[config.mk]
export PLATFORM = sky130hd
export DESIGN_NAME = brctl_reg
export DESIGN_NICKNAME = d
export VERILOG_FILES = /design/src/rtl/brctl_reg.sv
export SDC_FILE = /design/constraint.sdc
export NUM_CORES = 1
export LEC_CHECK = 0
export BUFFER_PORTS_ARGS = -buffer_cell sky130_fd_sc_hd__buf_2
export CORE_MARGIN = 1.5
export CORE_UTILIZATION = 29
export CTS_CLUSTER_SIZE = 16
export DETAILED_ROUTE_END_ITERATION = 10
export GPL_TIMING_DRIVEN = 1
export PLACE_DENSITY = 0.85
export SYNTH_ARGS = -nofsm -noshare
export SYNTH_HDL_FRONTEND = slang
export SYNTH_SLANG_ARGS = --single-unit
[constraint.sdc]
create_clock -name clk -period 2.58 [get_ports clk]
set_clock_uncertainty 0.15 [all_clocks]
set_input_delay 0.129 -clock clk [delete_from_list [all_inputs] [get_ports clk]]
set_output_delay 0.129 -clock clk [all_outputs]
set_load 0.1 [all_outputs]
[src/rtl/brctl_reg.sv]
module brctl_reg #(
  parameter int          AW       = 32,
  parameter logic [7:0]  REG_OFS  = 8'h3E,
  parameter logic [15:0] RST_VAL  = 16'h0340,
  parameter logic [15:0] WR_MASK  = 16'h07EF,
  parameter logic [15:0] CTX_MASK = 16'h07AF
) (
  input  logic          clk,
  input  logic          glob_rst,
  input  logic          host_rst,
  input  logic          pm_en,
  input  logic [7:0]    cfg_addr,
  input  logic          cfg_wr,
  input  logic [1:0]    cfg_be,
  input  logic [15:0]   cfg_wdata,
  output logic [15:0]   cfg_rdata,
  output logic          card_rst,
  output logic          post_en,
  output logic          pf_win1,
  output logic          pf_win0,
  output logic          irq_legacy,
  input  logic [AW-1:0] io_addr,
  input  logic          io_win_hit,
  output logic          io_fwd,
  input  logic [AW-1:0] mem_addr,
  input  logic          mem_win_hit,
  output logic          mem_fwd,
  input  logic          card_serr,
  input  logic          host_serr_en,
  output logic          host_serr,
  input  logic          card_mabort,
  output logic          host_tabort,
  input  logic          card_perr,
  output logic          perr_report
);
  localparam int          CRST_B   = 6;
  localparam logic [15:0] CRST_M   = 16'(1) << CRST_B;
  localparam logic [15:0] HCLR_ALL = WR_MASK & ~CRST_M;
  localparam logic [15:0] HCLR_PM  = HCLR_ALL & ~CTX_MASK;
  localparam logic [AW-1:0] VGA_LO = AW'(20'hA0000);
  localparam logic [AW-1:0] VGA_HI = AW'(20'hC0000);

  logic [15:0] ctl_q;
  logic [15:0] be_mask, host_clr;
  logic        wr_hit;

  assign wr_hit   = cfg_wr && (cfg_addr == REG_OFS);
  assign be_mask  = {{8{cfg_be[1]}}, {8{cfg_be[0]}}} & WR_MASK;
  assign host_clr = pm_en ? HCLR_PM : HCLR_ALL;

  always_ff @(posedge clk) begin
    if (glob_rst)
      ctl_q <= RST_VAL;
    else if (host_rst)
      ctl_q <= (ctl_q & ~host_clr) | (RST_VAL & host_clr);
    else if (wr_hit)
      ctl_q <= (ctl_q & ~be_mask) | (cfg_wdata & be_mask);
  end

  assign cfg_rdata  = (cfg_addr == REG_OFS) ? (ctl_q & WR_MASK) : 16'h0;
  assign card_rst   = ctl_q[CRST_B] | host_rst;
  assign post_en    = ctl_q[10];
  assign pf_win1    = ctl_q[9];
  assign pf_win0    = ctl_q[8];
  assign irq_legacy = ctl_q[7];

  logic [9:0] io_lo;
  logic       io_low64k, isa_blk, vga_io, vga_mem, mab_rep;

  assign io_lo     = io_addr[9:0];
  assign io_low64k = (io_addr[AW-1:16] == '0);
  assign isa_blk   = ctl_q[2] && io_low64k && (io_addr[9:8] != 2'b00);
  assign vga_io    = ctl_q[3] && (((io_lo >= 10'h3B0) && (io_lo <= 10'h3BB)) ||
                                  ((io_lo >= 10'h3C0) && (io_lo <= 10'h3DF)));
  assign io_fwd    = vga_io || (io_win_hit && !isa_blk);
  assign vga_mem   = ctl_q[3] && (mem_addr >= VGA_LO) && (mem_addr < VGA_HI);
  assign mem_fwd   = mem_win_hit || vga_mem;

  assign mab_rep     = card_mabort && ctl_q[5];
  assign host_tabort = mab_rep;
  assign host_serr   = (card_serr && ctl_q[1]) || (mab_rep && host_serr_en);
  assign perr_report = card_perr && ctl_q[0];

  assert_grst_val_R1: assert property (@(posedge clk)
    glob_rst |=> (ctl_q == RST_VAL));

  assert_crst_hold_R5: assert property (@(posedge clk) disable iff (glob_rst)
    host_rst |=> (ctl_q[CRST_B] == $past(ctl_q[CRST_B])));

  assert_ctx_hold_R6: assert property (@(posedge clk) disable iff (glob_rst)
    (host_rst && pm_en) |=> ((ctl_q & CTX_MASK) == $past(ctl_q & CTX_MASK)));

  assert_isa_block_R8: assert property (@(posedge clk)
    (io_fwd && isa_blk) |-> vga_io);

  assert_noabort_R12: assert property (@(posedge clk) disable iff (glob_rst)
    (!ctl_q[5] && host_tabort) |-> 1'b0);

  assert_rsvd_R2: assert property (@(posedge clk) disable iff (glob_rst)
    (cfg_addr == REG_OFS) |-> ((cfg_rdata & ~WR_MASK) == 16'h0));
endmodule

==> metrics.md <==
| Metric | Value |
|---|---|
| Status | `finished clean` |
| Cts bufs inserted | `3` |
| Initial DRC count | `6` |
| CP max-delay cell | `nor2_1` |
| Worst Hold Class | `in -> reg` |
| Layout cells sized above 1 | `52.6%` |
| Synth top cells by count | `and2_1, dfxtp_1, nand3_1` |
| Worst VDD drop | `174 uV` |
| Worst Path Buf+Inv | `2` |
| Synthesized flop and latch total | `10` |
| Asr flop ratio synth | `0%` |
| Psw | `0.000134 W` |
| Total negative setup slack | `0 ps` |
| Final core utilization | `52.8%` |
| Total routed wirelength | `2280 um` |
| Synth top area share | `27.0%` |
| Power consumption | `0.000399 W` |
| Cell-internal power | `0.000265 W` |
| Max Fanout on Critical Path | `11` |
| Ys Warns | `0` |
| Met3 Wirelength | `186 um` |
| Post-DR wirelength/cell | `10.4 um` |
| Min Tclk post-route | `1800 ps` |
| FP Rows | `18` |
| Hold Fails Final Rpt | `0` |
| GR Overflow Total | `0` |
| Slew headroom | `60.7%` |
| Reg2reg start | `ctl_q[6]` |
| Worst slew pin tran | `588 ps` |
| 1st-pass router iterations | `2` |
| DP Area | `1170 um^2` |
| Clock Path Buffers | `2` |
| CTS clk-pin slew, worst paths | `70 ps` |
| Port-buffer cells | `89` |
| Crit path kind | `in -> out` |
| Top sig layer | `met3` |
| Initial antenna violation count | `0` |
| Slew Limit Fails | `0` |
| Vias | `978` |
| Vias per std cell | `4.45` |
| Switching Share | `33.6%` |
| RSZ-0062 raised after global routing | `no` |
| H-tree levels | `1` |
| Die Wd | `53.5 um` |
| Finished Cell Area | `1300 um^2` |
| Main area contributors after synthesis | `dfxtp_1, and2_1, o21ai_2` |
| Critical path data arrival time | `1520 ps` |
| Die Area | `2870 um^2` |
| Required time worst endpoint | `2300 ps` |
| Syn Std Cell Area | `741 um^2` |
| Most frequent cell after synthesis | `and2_1` |
| Syn Area/Cell | `7.96 um^2` |
| Leak pwr | `0.689 nW` |
| Fmax achieved | `0.556 GHz` |
| Final setup fails | `0` |
| WL met2 | `1310 um` |
| Fin crit share | `69.7%` |
| Global-route wire length before repair | `3020 um` |
| Comb pwr share | `34.3%` |
| Crit path max-delay family | `simple AND/OR/NAND/NOR gates` |
| P&R area growth vs syn | `75.0%` |
| P per Cell Area | `308 nW/um^2` |
| Synth unique cells | `30` |
| Antenna viol nets, final | `0` |
| Post-synthesis sequential area ratio | `27.0%` |
| I/O pin count | `127` |
| Crit path launch type | `input port` |
| DP HPWL | `1870 um` |
| Hold path start | `glob_rst` |
| CP dominant cell by count | `buf_2` |
| Largest net degree at the start of global routing | `15` |
| CP startpoint | `cfg_addr[0]` |
| Reg power frac | `38.6%` |
| Gate Count Post-Synth | `93` |
| Antenna cells | `0` |
| GRT Overall Usage | `14.7%` |
| Core ar. | `2450 um^2` |
| Crit. End Element | `output pin` |
| Clock power frac | `27.1%` |
| Max Cap Viol | `0` |
| Initial Util | `30.2%` |
| DRC Markers | `0` |
| Clock Sinks | `10` |
| Max incr delay on CP | `490 ps` |
| Layout Nets | `293` |
| Crit path cell chain | `buf_2 -> nand4b_1 -> nor2_1 -> and2_1 -> buf_2` |
| Wire length on met1 | `783 um` |
| Clk_lat worst skew | `260 ps` |
| Most common flop cell mapped by yosys | `dfxtp_1` |
| Routability cong. | `0.694` |
| Root Buffer | `clkbuf_4` |
| CTS tree | `built` |
| Die H | `53.5 um` |
| EDFF count, synth | `0` |
| Area leader, netlist | `dfxtp_1` |
| Vias in the first global route | `771` |
## placed cells by master (no fill, tap or decap), types with 4 or more instances in the layout
| cell type | instances |
|---|---|
| buf_2 | 89 |
| nor4b_1 | 4 |
| dlygate4sd3_1 | 10 |
| conb_1 | 6 |
| dfxtp_1 | 10 |
| nor2_1 | 5 |
| nand2b_1 | 7 |
| nand3_1 | 8 |
| o21ai_2 | 6 |
| and2_1 | 12 |
## routing by layer
metal	vias up	track usage [%]
met1	423	14.1
met2	43	29.8
met3	0	2.78
met5	-	0
met4	0	6.41
li1	512	-
## what timing repair did
action | 4_1_cts | 5_1_grt
buffers inserted | 0 | 0
hold buffers | 10 | 0
endpoints found under the setup margin | 0 | 0
endpoints found under the hold margin | 10 | 0
gates resized for setup | 0 | 0
## metrics by stage
step,hold slack (ps),std cells,setup WS [ps]
floorplan,131,98,340
global placement,230,207,762
detailed placement,236,207,725
CTS,97.6,220,724
global route,108,220,643
finish,95.4,220,782
## worst paths after layout
check	to	cells after the start	slack (ps)
hold reg to reg	flop	2	320
setup / recovery	cfg_rdata[0]	5	780
hold / removal	ctl_q[6]	3	100
setup reg to reg	ctl_q[6]	2	1820
## worst reg2reg max path: stages (launching register included)
cell     delay (ps)
dfxtp_1         320
nor2_1          100
a21oi_1          70
## final cells by class
type | count | area [um^2]
clock buffer | 3 | 22.5
fill | 262 | 1160
inverter | 3 | 11.3
multi-input combinational | 75 | 479
sequential | 10 | 200
tap | 30 | 37.5
timing repair buffer | 99 | 546
## logic make-up after synthesis
| group | Yosys count | synth area share (%) |
|---|---|---|
| simple gates | 51 | 42.4 |
| compound gates | 15 | 15.2 |
| buf+inv | 13 | 10.8 |
| flops | 10 | 27.0 |
| mux | 3 | 4.05 |
| other cells | 1 | 0.506 |
## power groups by stage
stage	combinational, W	clock, W	sequential [W]
floorplan	0.0000769	0	0.000158
global placement	0.000124	0	0.000158
detailed placement	0.000126	0	0.000158
CTS	0.000138	0.000115	0.000154
global route	0.000148	0.000121	0.000154
finish	0.000137	0.000108	0.000154
Power figures use the tool's default switching activity.
